<file path="src/rtl/vbridge_route_dec.sv">
module vbridge_route_dec #(
  parameter int NPORT   = 4,
  parameter int AW      = 32,
  parameter int BW      = 8,
  parameter int RIDW    = 16,
  parameter int INGRESS = 0
) (
  input  logic                      clk,
  input  logic                      rst_n,
  input  logic                      hdr_valid,
  input  logic [1:0]                hdr_kind,
  input  logic [AW-1:0]             hdr_addr,
  input  logic [BW-1:0]             hdr_dest_bus,
  input  logic [RIDW-1:0]           hdr_req_id,
  input  logic [(NPORT-1)*AW-1:0]   cfg_mem_base,
  input  logic [(NPORT-1)*AW-1:0]   cfg_mem_limit,
  input  logic [(NPORT-1)*AW-1:0]   cfg_io_base,
  input  logic [(NPORT-1)*AW-1:0]   cfg_io_limit,
  input  logic [(NPORT-1)*BW-1:0]   cfg_bus_lo,
  input  logic [(NPORT-1)*BW-1:0]   cfg_bus_hi,
  output logic                      out_valid,
  output logic [NPORT-1:0]          out_port,
  output logic                      out_ur,
  output logic [RIDW-1:0]           out_req_id
);
  localparam int ND = NPORT - 1;
  localparam logic [NPORT-1:0] SELF = NPORT'(1) << INGRESS;
  localparam logic [NPORT-1:0] UPSTREAM = NPORT'(1);

  logic [ND-1:0]    hit;
  logic [NPORT-1:0] claim, fwd, pick, nxt_port;
  logic             own_hit, nxt_ur;

  // per downstream port window / bus range match
  genvar d;
  generate
    for (d = 0; d < ND; d++) begin : g_port
      logic [AW-1:0] mb, ml, ib, il;
      logic [BW-1:0] bl, bh;
      assign mb = cfg_mem_base [d*AW +: AW];
      assign ml = cfg_mem_limit[d*AW +: AW];
      assign ib = cfg_io_base  [d*AW +: AW];
      assign il = cfg_io_limit [d*AW +: AW];
      assign bl = cfg_bus_lo   [d*BW +: BW];
      assign bh = cfg_bus_hi   [d*BW +: BW];
      always_comb begin
        unique case (hdr_kind)
          2'd0:    hit[d] = (hdr_addr >= mb) && (hdr_addr <= ml);
          2'd1:    hit[d] = (hdr_addr >= ib) && (hdr_addr <= il);
          default: hit[d] = (hdr_dest_bus >= bl) && (hdr_dest_bus <= bh);
        endcase
      end
    end
  endgenerate

  assign claim   = {hit, 1'b0};
  assign own_hit = |(claim & SELF);
  assign fwd     = claim & ~SELF;
  assign pick    = fwd & (~fwd + NPORT'(1));

  // fallback and self exclusion
  always_comb begin
    nxt_ur   = 1'b0;
    nxt_port = '0;
    if (own_hit)          nxt_ur   = 1'b1;
    else if (fwd != '0)   nxt_port = pick;
    else if (INGRESS == 0) nxt_ur  = 1'b1;
    else                  nxt_port = UPSTREAM;
  end

  // registered decision
  always_ff @(posedge clk or negedge rst_n) begin
    if (!rst_n) begin
      out_valid  <= 1'b0;
      out_port   <= '0;
      out_ur     <= 1'b0;
      out_req_id <= '0;
    end else begin
      out_valid  <= hdr_valid;
      out_port   <= hdr_valid ? nxt_port : '0;
      out_ur     <= hdr_valid & nxt_ur;
      out_req_id <= hdr_req_id;
    end
  end
endmodule


</file>
<file path="config.mk">
export PLATFORM = sky130hd
export DESIGN_NAME = vbridge_route_dec
export DESIGN_NICKNAME = d
export VERILOG_FILES = /design/src/rtl/vbridge_route_dec.sv
export SDC_FILE = /design/constraint.sdc
export NUM_CORES = 1
export LEC_CHECK = 0
export BUFFER_PORTS_ARGS = -buffer_cell sky130_fd_sc_hd__buf_4
export CAP_MARGIN = 20
export CORE_AREA = 4 4 196 198
export CTS_BUF_LIST = sky130_fd_sc_hd__clkbuf_8
export CTS_CLUSTER_DIAMETER = 40
export DETAILED_ROUTE_END_ITERATION = 16
export DIE_AREA = 0 0 200 202
export PLACE_DENSITY = 0.6
export SYNTH_ARGS = -nofsm -noshare
export SYNTH_HDL_FRONTEND = slang
export SYNTH_SLANG_ARGS = --single-unit
export TNS_END_PERCENT = 1
</file>
<file path="constraint.sdc">
create_clock -name clk -period 0.8 [get_ports clk]
set_clock_uncertainty 0.2 [all_clocks]
set_input_delay 0.2 -clock clk [delete_from_list [all_inputs] [get_ports clk]]
set_output_delay 0.2 -clock clk [all_outputs]
set_load 0.05 [all_outputs]
</file>
==> impl_metrics.csv <==
group,metric,value,unit
cts,tritoncts.num_buffers,3,
grt,grt.busiest_layer,"met2",
grt,met3_usage,0.0242,
floorplan,die_area,40400,um2
grt,pin_count_of_the_biggest_net_entering_global_routing,22,
critical_path,timing.setup.critical_path_class,"input port to register",
pwr,powerDensity,618,nW/um2
sta,max-slew-margin-rel,0.586,
routing,route.detailed.vias_per_inst,4.90,
synth,yosys_warnings,0,
critical_path,max_stage_delay,570,ps
critical_path,timing.critical_path.buf_inv,1,
pwr,share_comb_of_total_power,0.822,
critical_path,worstSetupEndpointType,"register",
synth,synth_edf_count,0,
pwr,switching_part_of_the_total,0.448,
cts,cts.htree.levels,1,
critical_path,cpMaxStageDelayCell,"sky130_fd_sc_hd__or4b_1",
floorplan,row_count,70,
synth,syn_avg_cell_area,7.29,um2
sta,finalHoldViolations,18,
routing,finalWirelength,53400,um
min_path,min_from,"hdr_req_id[1]",
synth,synth-seq-cells,21,
sta,fin_crit_sh,3.25,
critical_path,max_fanout_on_critical_path,3,
grt,grt_pass1_wl,78100,um
critical_path,crit_family,"compound AO/OA/AOI/OAI gates",
finish,layout-drive-gt1-share,0.314,
synth,yosysSeqAreaShare,0.0465,
cts,clkTransAtPathRegs,90,ps
min_path,hold_depth,1,
floorplan,boundaryPins,515,
critical_path,critPathRequiredTime,820,ps
synth,ys_dominant_reg_cell,"sky130_fd_sc_hd__dfrtp_1",
synth,netlist_area,11300,um2
min_path,worstHoldPathType,"input port to register",
routing,wl_per_cell,19.8,um
outcome,run_status,"finished with violations",
sta,timing.final.setup_violations,25,
critical_path,crit_path_cell_trace,"buf_4 -> ha_1 -> nor2b_1 -> o211ai_1 -> a2111oi_0 -> or4b_1 -> a211o_1 -> a211o_1 -> o31ai_4 -> and2b_1",
cts,cts_tree,"yes",
pwr,power.switching,4.76,mW
pwr,p_int,5.87,mW
floorplan,floorplan.core_area,36500,um2
routing,vias,13181,
placement,portBuffers,513,
finish,fin_nets,3148,
floorplan,floorplan.initialDensity,0.309,
routing,remaining_drc_errors,0,
sta,tightestPinTransition,615,ps
grt,globalRouteTotalUtil,0.251,
grt,global_route.overflow_total,0,
sta,fin_crit,2600,ps
sta,finalMaxSlewViolations,0,
routing,drt_pre_antenna_iters,5,
sta,grt_setup_unrepaired,"yes",
critical_path,crit_cells,10,
sta,setup_total_negative_slack,-15510,ps
critical_path,arrival,2620,ps
placement,rd_place_congestion,0.924,
sta,hold-worst-slack,-173,ps
critical_path,startpoint_type,"input port",
cts,cts-hold-fix-buffers,1,
grt,groute.layer.met1.usage,0.308,
synth,synth.lib_cells_used.distinct,52,
pwr,clkPwrFrac,0.069,
pwr,p_leak,10.4,nW
synth,mappedNetlistNets,2474,
synth,post_synth_inst_count,1549,
grt,grt_antenna_before_repair,2,
placement,detailed_place_hpwl,48900,um
outcome,failed_checks,"hold timing, setup timing",
floorplan,floorplan.die.height,202,um
pwr,vdd_ir_drop_max,0.392,mV
pwr,power_frac_seq,0.109,
critical_path,critical_path_s_most_frequent_cell,"sky130_fd_sc_hd__a211o_1",
cts,cts_root_cell,"sky130_fd_sc_hd__clkbuf_8",
cts,cts.sink_count,21,
sta,fmaxAchievable,384,MHz
job,max_cap_violations,0,
finish,syn_to_final_growth,52.4,%
min_path,whs_endpoint,"out_req_id[1]$_DFF_PN0_",
routing,drt_iter0_drc,436,
synth,asyncSetResetFlopFracSynth,1.00,
grt,first_global_vias,13882,
sta,fin_ws,-1800,ps
floorplan,die_x,200,um
finish,fill_cells,3716,
grt,grt_util_met2,0.455,
cts,ctsLongestPathBuffers,2,
routing,route.antenna.remaining_nets,0,
-- cells in the mapped netlist (20+ instances only) --
master	instances	area, um2
sky130_fd_sc_hd__o21ai_0	69	345
sky130_fd_sc_hd__nand3_1	30	150
sky130_fd_sc_hd__nor3_1	23	115
sky130_fd_sc_hd__a21o_1	35	263
sky130_fd_sc_hd__dfrtp_1	21	526
sky130_fd_sc_hd__ha_1	432	5410
sky130_fd_sc_hd__nand2_1	88	330
sky130_fd_sc_hd__nand4_1	62	388
sky130_fd_sc_hd__inv_1	428	1610
sky130_fd_sc_hd__nor2_1	39	146
sky130_fd_sc_hd__a211oi_1	20	150
sky130_fd_sc_hd__a21oi_1	154	771
-- layout make-up --
cell class              instances  area [um2]  share of cell area
diodes                          2        5.00            0.000291
clock buffers                   3        41.3             0.00240
clock inverters                 1        7.51            0.000436
inverters                     428        1610              0.0935
multi-input cells            1097        9300               0.540
flip-flops and latches         21         526              0.0305
well taps                     468         586              0.0340
repair buffers                672        5140               0.298
-- metal layers --
layer	wire length [um]	vias to the layer above	share of wire
met3	2740	80	0.051
met5	0	-	0
met4	1960	0	0.037
li1	-	6734	-
met1	22200	5964	0.42
met2	26500	403	0.50
-- cell usage in the layout (no fill, tap or decap), drive strengths merged, types with 5 or more instances in the layout --
master,count
a221oi,5
inv,427
nand4,63
dfrtp,21
a211oi,20
nand3,30
buf,671
a21oi,154
a21o,35
a31oi,6
nor4,12
nand2,88
a211o,5
nor2,39
nand2b,13
ha,432
o21ai,77
nor2b,17
a2111oi,6
and4,15
o211ai,9
nor3,23
o21a,10
-- how the worst max path moves through the flow --
stage,start,end,slack [ps]
final,hdr_addr[1],out_port[2]$_DFF_PN0_,-1800
after global routing,cfg_mem_limit[39],out_port[2]$_DFF_PN0_,-1870
after CTS,hdr_addr[0],out_port[2]$_DFF_PN0_,-1890
after detailed placement,hdr_addr[13],out_port[2]$_DFF_PN0_,-2580
after global placement,hdr_addr[13],out_port[2]$_DFF_PN0_,-2570
after floorplan,cfg_mem_limit[33],out_port[2]$_DFF_PN0_,-1600
-- flip-flops by register name (all words and copies together), names as in the netlist --
register	cells
out_req_id	16
out_port	3
out_ur	1
out_valid	1
-- kinds of logic after synthesis --
| group | after synthesis | share of synthesized area |
|---|---|---|
| other | 1 | 0.000332 |
| AO/OA/AOI/OAI | 354 | 0.188 |
| buffers and inverters | 431 | 0.144 |
| AND/OR/NAND/NOR | 310 | 0.143 |
| adder cells (fa/ha/maj) | 432 | 0.479 |
| flip-flops | 21 | 0.0465 |
-- repair_timing --
item / in CTS / in global routing
hold endpoints to repair: 39 / 18
setup buffers: 1 / 1
setup endpoints to repair: 25 / 46
gates resized for setup: 32 / 16
pin swaps: 7 / 6
-- stage by stage --
step | cell area [um2] | setup slack, ps | total power, mW | utilization | std cells
floorplan | 11300 | -1600 | 5.07 | - | 1549
global placement | 16900 | -2570 | 9.56 | 0.462 | 2683
detailed placement | 16900 | -2580 | 9.75 | 0.462 | 2683
CTS | 17100 | -1890 | 10.6 | 0.468 | 2689
global route | 17200 | -1870 | 11.8 | 0.471 | 2692
finish | 17200 | -1800 | 10.6 | 0.471 | 2692
-- power by group through the flow --
stage	combinational [mW]	clock, mW	sequential (mW)
6_report	8.74	0.735	1.16
5_1_grt	9.84	0.794	1.16
4_1_cts	8.72	0.766	1.16
3_5_place_dp	8.59	0	1.17
3_3_place_gp	8.40	0	1.17
2_1_floorplan	3.68	0	1.39
Note: power is estimated with default switching activity, not from simulation.
